[src/rtl/cfgld_pkg.sv]
// Package: shared operation codes, sequencer states and bus constants for
// the EEPROM configuration loader. Assumes a device strapped to address 0.
package cfgld_pkg;

    typedef enum logic [1:0] {
        OP_START = 2'd0,
        OP_STOP  = 2'd1,
        OP_WRBIT = 2'd2,
        OP_RDBIT = 2'd3
    } bus_op_e;

    typedef enum logic [3:0] {
        ST_PROBE  = 4'd0,
        ST_START1 = 4'd1,
        ST_CTRLW  = 4'd2,
        ST_WADDR  = 4'd3,
        ST_START2 = 4'd4,
        ST_CTRLR  = 4'd5,
        ST_RDATA  = 4'd6,
        ST_MACK   = 4'd7,
        ST_STOP   = 4'd8,
        ST_FINISH = 4'd9
    } seq_state_e;

    localparam logic [7:0] DEV_WR     = 8'hA0;
    localparam logic [7:0] DEV_RD     = 8'hA1;
    localparam logic [7:0] WORD_ADDR0 = 8'h00;

endpackage

[src/rtl/cfgld_tick.sv]
// Quarter-bit tick generator. It emits a one-cycle pulse every QTR_DIV
// system cycles. Assumes QTR_DIV >= 1.
module cfgld_tick #(
    parameter int QTR_DIV = 4,
    localparam int CW = (QTR_DIV > 1) ? $clog2(QTR_DIV) : 1
) (
    input  logic clk,
    input  logic rst_n,
    output logic tick
);
    logic [CW-1:0] cnt;

    // Free-running divider with a pulse on wrap.
    always_ff @(posedge clk) begin
        if (!rst_n) begin
            cnt  <= '0;
            tick <= 1'b0;
        end else if (cnt == CW'(QTR_DIV - 1)) begin
            cnt  <= '0;
            tick <= 1'b1;
        end else begin
            cnt  <= cnt + 1'b1;
            tick <= 1'b0;
        end
    end
endmodule

[src/rtl/cfgld_sync.sv]
// Multi-stage synchroniser for the asynchronous data pin. It resets to the
// idle-high level of a pulled-up line. Assumes STAGES >= 2.
module cfgld_sync #(
    parameter int STAGES = 2
) (
    input  logic clk,
    input  logic rst_n,
    input  logic d,
    output logic q
);
    logic [STAGES-1:0] chain;

    // Shift the pin level through the flop chain.
    always_ff @(posedge clk) begin
        if (!rst_n) chain <= '1;
        else        chain <= {chain[STAGES-2:0], d};
    end

    assign q = chain[STAGES-1];
endmodule

[src/rtl/cfgld_bitphy.sv]
// Bit-level two-wire engine. It runs one operation (START, STOP, write bit,
// read bit) over four quarter-bit ticks and produces open-drain pull-low
// enables. The read bit is sampled in the middle of the clock-high phase.
// Assumes the caller issues 'go' only while 'busy' is low.
module cfgld_bitphy
    import cfgld_pkg::*;
(
    input  logic    clk,
    input  logic    rst_n,
    input  logic    tick,
    input  logic    go,
    input  bus_op_e op,
    input  logic    wbit,
    input  logic    sda_in,
    output logic    busy,
    output logic    op_done,
    output logic    rbit,
    output logic    sda_low,
    output logic    scl_low
);
    bus_op_e    cur_op;
    logic       cur_bit;
    logic [1:0] phase;

    // Accept an operation, then step its four phases on ticks.
    always_ff @(posedge clk) begin
        if (!rst_n) begin
            busy    <= 1'b0;
            op_done <= 1'b0;
            rbit    <= 1'b1;
            sda_low <= 1'b0;
            scl_low <= 1'b0;
            cur_op  <= OP_START;
            cur_bit <= 1'b1;
            phase   <= 2'd0;
        end else begin
            op_done <= 1'b0;
            if (go && !busy) begin
                busy    <= 1'b1;
                cur_op  <= op;
                cur_bit <= wbit;
                phase   <= 2'd0;
            end else if (busy && tick) begin
                phase <= phase + 2'd1;
                case (cur_op)
                    OP_START: begin
                        case (phase)
                            2'd0:    sda_low <= 1'b0;
                            2'd1:    scl_low <= 1'b0;
                            2'd2:    sda_low <= 1'b1;
                            default: scl_low <= 1'b1;
                        endcase
                    end
                    OP_STOP: begin
                        case (phase)
                            2'd0: begin
                                scl_low <= 1'b1;
                                sda_low <= 1'b1;
                            end
                            2'd1:    scl_low <= 1'b0;
                            2'd2:    sda_low <= 1'b0;
                            default: ;
                        endcase
                    end
                    OP_WRBIT: begin
                        case (phase)
                            2'd0: begin
                                scl_low <= 1'b1;
                                sda_low <= ~cur_bit;
                            end
                            2'd1:    scl_low <= 1'b0;
                            2'd2:    rbit    <= sda_in;
                            default: scl_low <= 1'b1;
                        endcase
                    end
                    default: begin
                        case (phase)
                            2'd0: begin
                                scl_low <= 1'b1;
                                sda_low <= 1'b0;
                            end
                            2'd1:    scl_low <= 1'b0;
                            2'd2:    rbit    <= sda_in;
                            default: scl_low <= 1'b1;
                        endcase
                    end
                endcase
                if (phase == 2'd3) begin
                    busy    <= 1'b0;
                    op_done <= 1'b1;
                end
            end
        end
    end
endmodule

[src/rtl/cfgld_seq.sv]
// Load sequencer. It probes for a strapped-low data line, sends the
// address header, reads NUM_BYTES bytes with ACK/NACK, writes each byte to
// the configuration port and finishes with STOP. A NACK on any header byte
// abandons the load. Assumes the bit engine answers every 'go' with one
// 'op_done'.
module cfgld_seq
    import cfgld_pkg::*;
#(
    parameter int NUM_BYTES = 8,
    parameter int ADDR_W    = 3
) (
    input  logic              clk,
    input  logic              rst_n,
    input  logic              tick,
    input  logic              sda_in,
    input  logic              op_done,
    input  logic              rbit,
    output logic              go,
    output bus_op_e           op,
    output logic              wbit,
    output logic              cfg_we,
    output logic [ADDR_W-1:0] cfg_addr,
    output logic [7:0]        cfg_wdata,
    output logic              done,
    output logic              no_eeprom
);
    localparam logic [ADDR_W-1:0] LAST_IDX = ADDR_W'(NUM_BYTES - 1);

    seq_state_e        state;
    logic              waiting;
    logic              probe_armed;
    logic [3:0]        bit_idx;
    logic [7:0]        shreg;
    logic [ADDR_W-1:0] byte_idx;
    logic              iss_en;
    bus_op_e           iss_op;
    logic              iss_bit;
    logic              last_byte;

    assign last_byte = (byte_idx == LAST_IDX);
    assign done      = (state == ST_FINISH);

    // Choose the bus operation that the current state needs next.
    always_comb begin
        iss_en  = 1'b0;
        iss_op  = OP_RDBIT;
        iss_bit = 1'b1;
        case (state)
            ST_START1, ST_START2: begin
                iss_en = 1'b1;
                iss_op = OP_START;
            end
            ST_STOP: begin
                iss_en = 1'b1;
                iss_op = OP_STOP;
            end
            ST_CTRLW, ST_WADDR, ST_CTRLR: begin
                iss_en = 1'b1;
                if (bit_idx < 4'd8) begin
                    iss_op  = OP_WRBIT;
                    iss_bit = shreg[7];
                end
            end
            ST_RDATA: iss_en = 1'b1;
            ST_MACK: begin
                iss_en  = 1'b1;
                iss_op  = OP_WRBIT;
                iss_bit = last_byte;
            end
            default: ;
        endcase
    end

    // Issue operations and advance the load on their completion.
    always_ff @(posedge clk) begin
        if (!rst_n) begin
            state       <= ST_PROBE;
            waiting     <= 1'b0;
            probe_armed <= 1'b0;
            bit_idx     <= 4'd0;
            shreg       <= '0;
            byte_idx    <= '0;
            go          <= 1'b0;
            op          <= OP_START;
            wbit        <= 1'b1;
            cfg_we      <= 1'b0;
            cfg_addr    <= '0;
            cfg_wdata   <= '0;
            no_eeprom   <= 1'b0;
        end else begin
            go     <= 1'b0;
            cfg_we <= 1'b0;
            if (state == ST_PROBE) begin
                if (tick) begin
                    if (!probe_armed) begin
                        probe_armed <= 1'b1;
                    end else if (!sda_in) begin
                        no_eeprom <= 1'b1;
                        state     <= ST_FINISH;
                    end else begin
                        state <= ST_START1;
                    end
                end
            end else if (iss_en && !waiting) begin
                go      <= 1'b1;
                op      <= iss_op;
                wbit    <= iss_bit;
                waiting <= 1'b1;
            end else if (iss_en && op_done) begin
                waiting <= 1'b0;
                case (state)
                    ST_START1: begin
                        shreg   <= DEV_WR;
                        bit_idx <= 4'd0;
                        state   <= ST_CTRLW;
                    end
                    ST_START2: begin
                        shreg   <= DEV_RD;
                        bit_idx <= 4'd0;
                        state   <= ST_CTRLR;
                    end
                    ST_CTRLW, ST_WADDR, ST_CTRLR: begin
                        if (bit_idx < 4'd8) begin
                            shreg   <= {shreg[6:0], 1'b0};
                            bit_idx <= bit_idx + 4'd1;
                        end else begin
                            bit_idx <= 4'd0;
                            if (rbit) begin
                                no_eeprom <= 1'b1;
                                state     <= ST_STOP;
                            end else if (state == ST_CTRLW) begin
                                shreg <= WORD_ADDR0;
                                state <= ST_WADDR;
                            end else if (state == ST_WADDR) begin
                                state <= ST_START2;
                            end else begin
                                state <= ST_RDATA;
                            end
                        end
                    end
                    ST_RDATA: begin
                        shreg <= {shreg[6:0], rbit};
                        if (bit_idx == 4'd7) begin
                            bit_idx   <= 4'd0;
                            cfg_we    <= 1'b1;
                            cfg_addr  <= byte_idx;
                            cfg_wdata <= {shreg[6:0], rbit};
                            state     <= ST_MACK;
                        end else begin
                            bit_idx <= bit_idx + 4'd1;
                        end
                    end
                    ST_MACK: begin
                        if (last_byte) begin
                            state <= ST_STOP;
                        end else begin
                            byte_idx <= byte_idx + 1'b1;
                            state    <= ST_RDATA;
                        end
                    end
                    ST_STOP: state <= ST_FINISH;
                    default: ;
                endcase
            end
        end
    end
endmodule

[src/rtl/eeprom_cfg_loader.sv]
// Top of the EEPROM configuration loader. It ties together the tick
// divider, the pin synchroniser, the bit engine and the sequencer, and
// hands the two open-drain pins to the host once the load is over.
// Assumes external pull-ups, NUM_BYTES >= 2, QTR_DIV >= 3, SYNC_STAGES >= 2.
module eeprom_cfg_loader #(
    parameter int NUM_BYTES   = 8,
    parameter int QTR_DIV     = 4,
    parameter int SYNC_STAGES = 2,
    localparam int ADDR_W     = $clog2(NUM_BYTES)
) (
    input  logic              clk,
    input  logic              rst_n,
    input  logic              sda_in,
    input  logic              host_sda_oe,
    input  logic              host_scl_oe,
    output logic              sda_oe,
    output logic              scl_oe,
    output logic              cfg_we,
    output logic [ADDR_W-1:0] cfg_addr,
    output logic [7:0]        cfg_wdata,
    output logic              done,
    output logic              no_eeprom
);
    import cfgld_pkg::*;

    logic    tick;
    logic    sda_s;
    logic    go;
    bus_op_e op;
    logic    wbit;
    logic    busy;
    logic    op_done;
    logic    rbit;
    logic    ldr_sda_low;
    logic    ldr_scl_low;

    cfgld_tick #(.QTR_DIV(QTR_DIV)) u_tick (
        .clk  (clk),
        .rst_n(rst_n),
        .tick (tick)
    );

    cfgld_sync #(.STAGES(SYNC_STAGES)) u_sync (
        .clk  (clk),
        .rst_n(rst_n),
        .d    (sda_in),
        .q    (sda_s)
    );

    cfgld_bitphy u_phy (
        .clk    (clk),
        .rst_n  (rst_n),
        .tick   (tick),
        .go     (go),
        .op     (op),
        .wbit   (wbit),
        .sda_in (sda_s),
        .busy   (busy),
        .op_done(op_done),
        .rbit   (rbit),
        .sda_low(ldr_sda_low),
        .scl_low(ldr_scl_low)
    );

    cfgld_seq #(.NUM_BYTES(NUM_BYTES), .ADDR_W(ADDR_W)) u_seq (
        .clk      (clk),
        .rst_n    (rst_n),
        .tick     (tick),
        .sda_in   (sda_s),
        .op_done  (op_done),
        .rbit     (rbit),
        .go       (go),
        .op       (op),
        .wbit     (wbit),
        .cfg_we   (cfg_we),
        .cfg_addr (cfg_addr),
        .cfg_wdata(cfg_wdata),
        .done     (done),
        .no_eeprom(no_eeprom)
    );

    // Pin ownership: the loader until done, then the host bit-bang path.
    assign sda_oe = done ? host_sda_oe : ldr_sda_low;
    assign scl_oe = done ? host_scl_oe : ldr_scl_low;

    logic unused_busy;
    assign unused_busy = busy;
endmodule

[config.mk]
export PLATFORM = sky130hd
export DESIGN_NAME = eeprom_cfg_loader
export DESIGN_NICKNAME = d
export VERILOG_FILES = /design/src/rtl/cfgld_pkg.sv /design/src/rtl/cfgld_tick.sv /design/src/rtl/cfgld_sync.sv /design/src/rtl/cfgld_bitphy.sv /design/src/rtl/cfgld_seq.sv /design/src/rtl/eeprom_cfg_loader.sv
export SDC_FILE = /design/constraint.sdc
export NUM_CORES = 1
export LEC_CHECK = 0
export BUFFER_PORTS_ARGS = -buffer_cell sky130_fd_sc_hd__buf_2
export CAP_MARGIN = 20
export CORE_ASPECT_RATIO = 0.7
export CORE_MARGIN = 5
export CORE_UTILIZATION = 44
export DETAILED_ROUTE_END_ITERATION = 6
export PLACE_DENSITY = 0.71
export SLEW_MARGIN = 20
export SYNTH_ARGS = -nofsm -noshare
export SYNTH_HDL_FRONTEND = slang
export SYNTH_HIERARCHICAL = 1
export SYNTH_SLANG_ARGS = --single-unit
export TNS_END_PERCENT = 100
[constraint.sdc]
create_clock -name clk -period 3.3 [get_ports clk]
set_clock_uncertainty 0.2 [all_clocks]
set_input_delay 0.825 -clock clk [delete_from_list [all_inputs] [get_ports clk]]
set_output_delay 0.825 -clock clk [all_outputs]
set_load 0.01 [all_outputs]
==> results of run 1 <==
## worst max-delay path, stage by stage (launching register included)
cell and delay [ps]:
dfxtp_1 730, nor2_1 120, and3_1 250, mux2_2 270
buf_2 140
## power by group through the flow
stage / registers (mW) / clock network (mW) / logic (mW)
global placement: 0.706 / 0 / 0.134
detailed placement: 0.707 / 0 / 0.136
global route: 0.698 / 0.488 / 0.154
floorplan: 0.688 / 0 / 0.128
finish: 0.693 / 0.450 / 0.139
CTS: 0.692 / 0.464 / 0.137
## kinds of logic after synthesis
| logic type | after synthesis | share of synthesized area |
|---|---|---|
| AOI/OAI and AO/OA | 70 | 0.174 |
| buffers and inverters | 33 | 0.0665 |
| xor gates and xnor gates | 3 | 0.00990 |
| adders and majority gates | 12 | 0.0556 |
| and+or+nand+nor | 110 | 0.226 |
| muxes | 18 | 0.0688 |
| DFF | 53 | 0.400 |
## stage by stage
stage	util	setup slack, ps	hold WS [ps]
6_report	0.493	466	237
4_1_cts	0.493	470	246
2_1_floorplan	-	831	186
3_5_place_dp	0.473	682	221
3_3_place_gp	0.473	773	191
5_1_grt	0.493	343	264
## cell usage after synthesis (all sizes together), types with 2 or more instances
library cell | instances | area [um^2]
nand4 | 2 | 12.5
xor2 | 2 | 17.5
o2111ai | 2 | 17.5
and3 | 3 | 18.8
nor4 | 2 | 18.8
nand3 | 9 | 45.0
nor2b | 4 | 25.0
or4 | 2 | 15.0
inv | 13 | 48.8
o41ai | 3 | 26.3
mux2 | 2 | 22.5
nand2 | 19 | 71.3
mux2i | 16 | 160
o22ai | 3 | 18.8
o21ai | 10 | 50.1
a31oi | 2 | 27.5
clkbuf | 9 | 33.8
a311oi | 2 | 17.5
a31o | 4 | 35.0
a211oi | 3 | 22.5
nand2b | 6 | 37.5
nor3b | 4 | 46.3
buf | 11 | 93.8
nor3 | 8 | 55.1
and2 | 2 | 13.8
nor2 | 38 | 143
and4 | 2 | 17.5
a21oi | 33 | 165
ha | 11 | 138
dfxtp | 53 | 1060
## final cells by class
| class | count | area share |
|---|---|---|
| clock buffers | 5 | 0.0241 |
| clock inverters | 3 | 0.0171 |
| inverters | 13 | 0.0171 |
| multi-input cells | 213 | 0.496 |
| flip-flops and latches | 53 | 0.372 |
| well taps | 75 | 0.0329 |
| repair buffers | 22 | 0.0404 |
## worst max path at each step
stage | depth (start not counted) | slack [ps] | from | to
floorplan | 4 | 830 | u_seq/state[0] | scl_oe
global placement | 5 | 770 | u_seq/state[1] | u_seq/cfg_addr[2]
detailed placement | 5 | 680 | u_seq/state[1] | u_seq/cfg_wdata[4]
CTS | 4 | 470 | u_seq/state[2] | sda_oe
global route | 4 | 340 | u_seq/state[2] | scl_oe
finish | 4 | 470 | u_seq/state[2] | scl_oe
## state kept, by name (all words and copies together) (netlist names), 2 cells and up
register / flops
u_tick/cnt: 2
u_seq/byte_idx: 3
u_seq/op: 2
u_seq/state: 4
u_seq/cfg_addr: 3
u_seq/shreg: 8
u_phy/phase: 2
u_seq/cfg_wdata: 8
u_phy/cur_op: 2
u_seq/bit_idx: 4
u_sync/chain: 2
## per-layer routing
metal  vias up  global-route usage
met5         -                   0
met4         0              0.0374
met3         4              0.0315
met2        44               0.215
met1      1008               0.223
li1       1079                   -
==> results.ini, run 1 <==
[clock_tree]
clk_pin_slew_ps = 90
cts_made_buffers = 5
post_cts_resized = 0
insertion_delay_ps = 300
ctsRootBufferMaster = clkbuf_8
cts_tree = done
postCtsSetupBuffers = 0
clockBufferDepth = 2
cts.sinks = 53
ctsHtreeMaxLevel = 2
cts_hold_buf = 0

[placed_design]
place_area_um2 = 2740
place_inst = 376
hpwl_um = 3960
port_buffers = 20
gp_congestion = 0.855

[routing]
antenna_left = 0
wl_met1_um = 2830
wl_per_cell_um = 14.3
wl_met3_um = 329
vias_per_cell = 5.56
drc = 0
routed_wl_um = 5510
routed.top_layer = met4
dr_wl_met2_um = 2320
first_pass_iters = 4
drt_iter0_markers = 184
vias = 2135

[synth]
synthFlopType = dfxtp_1
synth_cell_type_count = 60
ys_ff_latch = 53
synth.cell_area_um2 = 2650
async_flop_share = 0
syn_inst = 299
ys_seq_area_frac = 0.400
synth_edf_count = 0
syn_nets = 315
ys_warn_count = 6
avgSynthCellArea_um2 = 8.88

[global_routing]
grt_pass1_vias = 1928
antenna_found_initial = 0
grt_usage = 0.148
grt_pass1_wl_um = 9140
grt_overflow = 0
grt_max_degree = 22

[critical_path]
crit_arrival_ps = 1810
worstPathRequired_ps = 2270
worstReg2RegStart = u_seq/state[1]
r2r_end = u_seq/cfg_wdata[4]
worstRegToRegCells = 5
path_class = register to output pin
cp-end-kind = output pin
rrSetupSlack_ps = 660
path_max_fanout = 20
cp-start-kind = register

[final_layout]
drive_above_1_share = 0.152
syn_to_final_growth_pct = 7.50
final_area_um2 = 2850
multi_input_area_um2 = 1420
nFillCells = 543
stdcell_count = 384
n_antenna_cell = 0
final_common_cell = dfxtp_1
final_cell_mix = 53 x dfxtp_1, 38 x nor2_1, 33 x a21oi_1, 20 x buf_2, 19 x nand2_1
final_nets = 324
seqCellArea_um2 = 1060

[floorplan]
rows = 23
num_io_pins = 21
die_h_um = 75.0
start_util = 0.459
die-width_um = 103
core-area_um2 = 5780
die-area_um2 = 7710

[min_path]
holdPathEnd = u_sync/chain[1]
min_path_cells = 1
worstHoldStart = u_sync/chain[0]
hp-class = register to register

[timing]
worstMarginPinSlew_ps = 681
setup-violations-final = 0
hold_viol_final = 0
fmax_ghz = 0.353
rsz0062_at_grt = no
period_needed_ps = 2830
maxSlewViolCount = 0
slew_headroom = 0.545
fin_tns_setup_ps = 0
fin_crit_sh = 0.859

[pwr]
ir_worst_vdd_v = 0.000341
p_seq_frac = 0.540
power_frac_clock = 0.351
p_int_mw = 0.948
swShare = 0.260
switching_power_mw = 0.334
combPwrFrac = 0.109
powerDensity_nw_per_um2 = 449
p_leak_nw = 1.09
power.total_mw = 1.28

[flow_run]
maxCapViolCount = 0

[status]
status = finished clean

Power figures use the tool's default switching activity.
==> run 2, diff against run 1 <==
--- a/config.mk
+++ b/config.mk
@@ -5,6 +5,7 @@
 export SDC_FILE = /design/constraint.sdc
 export NUM_CORES = 1
 export LEC_CHECK = 0
+export ABC_AREA = 1
 export BUFFER_PORTS_ARGS = -buffer_cell sky130_fd_sc_hd__buf_2
 export CAP_MARGIN = 20
 export CORE_ASPECT_RATIO = 0.7
==> constraint.sdc (replaced) <==
create_clock -name clk -period 3.3 [get_ports clk]
set_clock_uncertainty 0.2 [all_clocks]
set_input_delay 0.825 -clock clk [delete_from_list [all_inputs] [get_ports clk]]
set_output_delay 0.825 -clock clk [all_outputs]
set_load 0.1 [all_outputs]
==> run 2 against run 1 <==
Net effect: core utilization rose by 1.2 points; combinational power fell by 80%; count of clock-buffer cells in the layout rose by 1; register-to-register slack improved by 340 ps; wire length rose by 2.3%; critical path depth rose by 1; worst hold slack got worse by 27 ps; largest cell class unchanged.
==> results.ini, run 2 <==
[floorplan]
rows = 23
die_h_um = 74.7
die-width_um = 102
num_io_pins = 21
start_util = 0.458
die-area_um2 = 7660
core-area_um2 = 5760

[synth]
yosysMostFrequentCell = nand2_1
synth.cell_area_um2 = 2640
avgSynthCellArea_um2 = 6.84
ys_warn_count = 6
syn_nets = 401
async_flop_share = 0
synth_cell_type_count = 29
synthFlopType = dfxtp_1
syn_inst = 385
netlist_top_cells_count = 102 x nand2_1, 58 x nor2_1, 53 x dfxtp_1
ys_ff_latch = 53
synth_top_area_frac = 0.403
yosys-top-cells-area = dfxtp_1 40%, nand2_1 15%, nor2_1 8.3%, inv_1 6.4%, ha_1 5.2%
synth_edf_count = 0
ys_seq_area_frac = 0.403
synth_top_area_cell = dfxtp_1

[timing]
fin_crit_sh = 0.840
hold_viol_final = 0
rsz0062_at_grt = no
period_needed_ps = 2770
worst_slack_ps = 528
worstMarginPinSlew_ps = 527
maxSlewViolCount = 0
fin_tns_setup_ps = 0
slew_headroom = 0.648
setup-violations-final = 0
fmax_ghz = 0.361

[final_layout]
syn_to_final_growth_pct = 10.3
final_common_cell = nand2_1
stdcell_count = 481
final_cell_mix = 100 x nand2_1, 58 x nor2_1, 53 x dfxtp_1, 45 x inv_1, 26 x a21oi_1
drive_above_1_share = 0.128
reg_top3 = u_seq/cfg_wdata: 8 flops, u_seq/shreg: 8 flops
final_nets = 421
n_antenna_cell = 0

[placed_design]
place_inst = 473
gp_congestion = 0.908
pre_cts_ws_ps = 831
hpwl_um = 4160
port_buffers = 20

[critical_path]
crit_end = scl_oe
crit_arrival_ps = 1750
cp_cell_sequence = inv_2 > nor4_4 > nand2_1 > nand2_2 > buf_2
worstPathRequired_ps = 2270
worstRegToRegCells = 9
rrSetupSlack_ps = 1000
cp-start-kind = register
path_class = register to output pin
path_max_fanout = 6
worstReg2RegStart = u_seq/state[2]
r2r_end = u_seq/shreg[1]
startpoint = u_seq/state[0]
max_stage_delay_ps = 460
worst_path_max_delay_cell = dfxtp_1
cp-end-kind = output pin

[pwr]
ir_worst_vdd_v = 0.000246
p_leak_nw = 1.36
power.total_mw = 1.07
powerDensity_nw_per_um2 = 369

[routing]
drt_iter0_markers = 127
routed_wl_um = 5640
drc = 0
vias = 2384
first_pass_iters = 4
vias_per_cell = 4.96
wl_per_cell_um = 11.7
antenna_left = 0

[clock_tree]
insertion_delay_ps = 310
ctsHtreeMaxLevel = 2
cts_tree = done
clk_pin_slew_ps = 100
cts_hold_buf = 0
ctsRootBufferMaster = clkbuf_8
cts.sinks = 53
postCtsSetupBuffers = 0
cts_made_buffers = 5
post_cts_resized = 0
clockBufferDepth = 2

[flow_run]
maxCapViolCount = 0

[global_routing]
grt_max_degree = 38
grt_pass1_vias = 2118
grt_overflow = 0
grt_usage = 0.158
antenna_found_initial = 0
grt_pass1_wl_um = 9630

[status]
status = finished clean

[min_path]
hp-class = register to register

[run 2: critical path: cells and delay by family, from the launching register on]
kind,cells,cell delay (ps)
flops,1,460
buf+inv,2,530
simple gates,3,450
[run 2: cell type report]
class | instances | area [um^2]
clock inverter | 2 | 16.3
multi-input combinational | 274 | 1350
inverter | 49 | 184
tap | 75 | 93.8
timing repair buffer | 22 | 115
fill | 587 | 2850
clock buffer | 6 | 82.6
sequential | 53 | 1060
[run 2: how the worst min path moves through the flow]
stage | from | to | slack [ps] | cells after the start
4_1_cts | u_sync/chain[0] | u_sync/chain[1] | 210 | 2
5_1_grt | u_sync/chain[0] | u_sync/chain[1] | 260 | 2
3_3_place_gp | u_sync/chain[0] | u_sync/chain[1] | 180 | 2
2_1_floorplan | u_sync/chain[0] | u_sync/chain[1] | 180 | 2
3_5_place_dp | u_sync/chain[0] | u_sync/chain[1] | 190 | 2
6_report | u_sync/chain[0] | u_sync/chain[1] | 210 | 2
[run 2: metal layers]
layer / track usage / vias to the layer above / routed length [um]
li1: - / 1249 / -
met1: 0.242 / 1057 / 3060
met2: 0.221 / 73 / 2130
met3: 0.0324 / 5 / 395
met4: 0.0480 / 0 / 51
met5: 0 / - / 0
[run 2: logic make-up (layout without fill, tap and decap cells)]
kind of cell,count (synthesis),in the layout,synth area share
buffers and inverters,58,79,0.0916
AND/OR/NAND/NOR,205,205,0.336
XOR/XNOR,1,1,0.00332
flip-flops,53,53,0.403
adder cells (fa/ha/maj),11,11,0.0522
AO/OA/AOI/OAI,57,57,0.114
[run 2: metrics by stage]
stage / cell area, um^2 / hold WS (ps) / util
after floorplan: 2660 / 180 / -
after global placement: 2810 / 182 / 0.488
after detailed placement: 2810 / 186 / 0.488
after CTS: 2910 / 210 / 0.505
after global routing: 2910 / 257 / 0.505
final: 2910 / 210 / 0.505
[run 2: power breakdown]
group	leakage (nW)	internal (mW)	switching [mW]
Sequential	0.428	0.645	0.00306
Clock	0.0478	0.173	0.224
Combinational	0.889	0.00872	0.0187
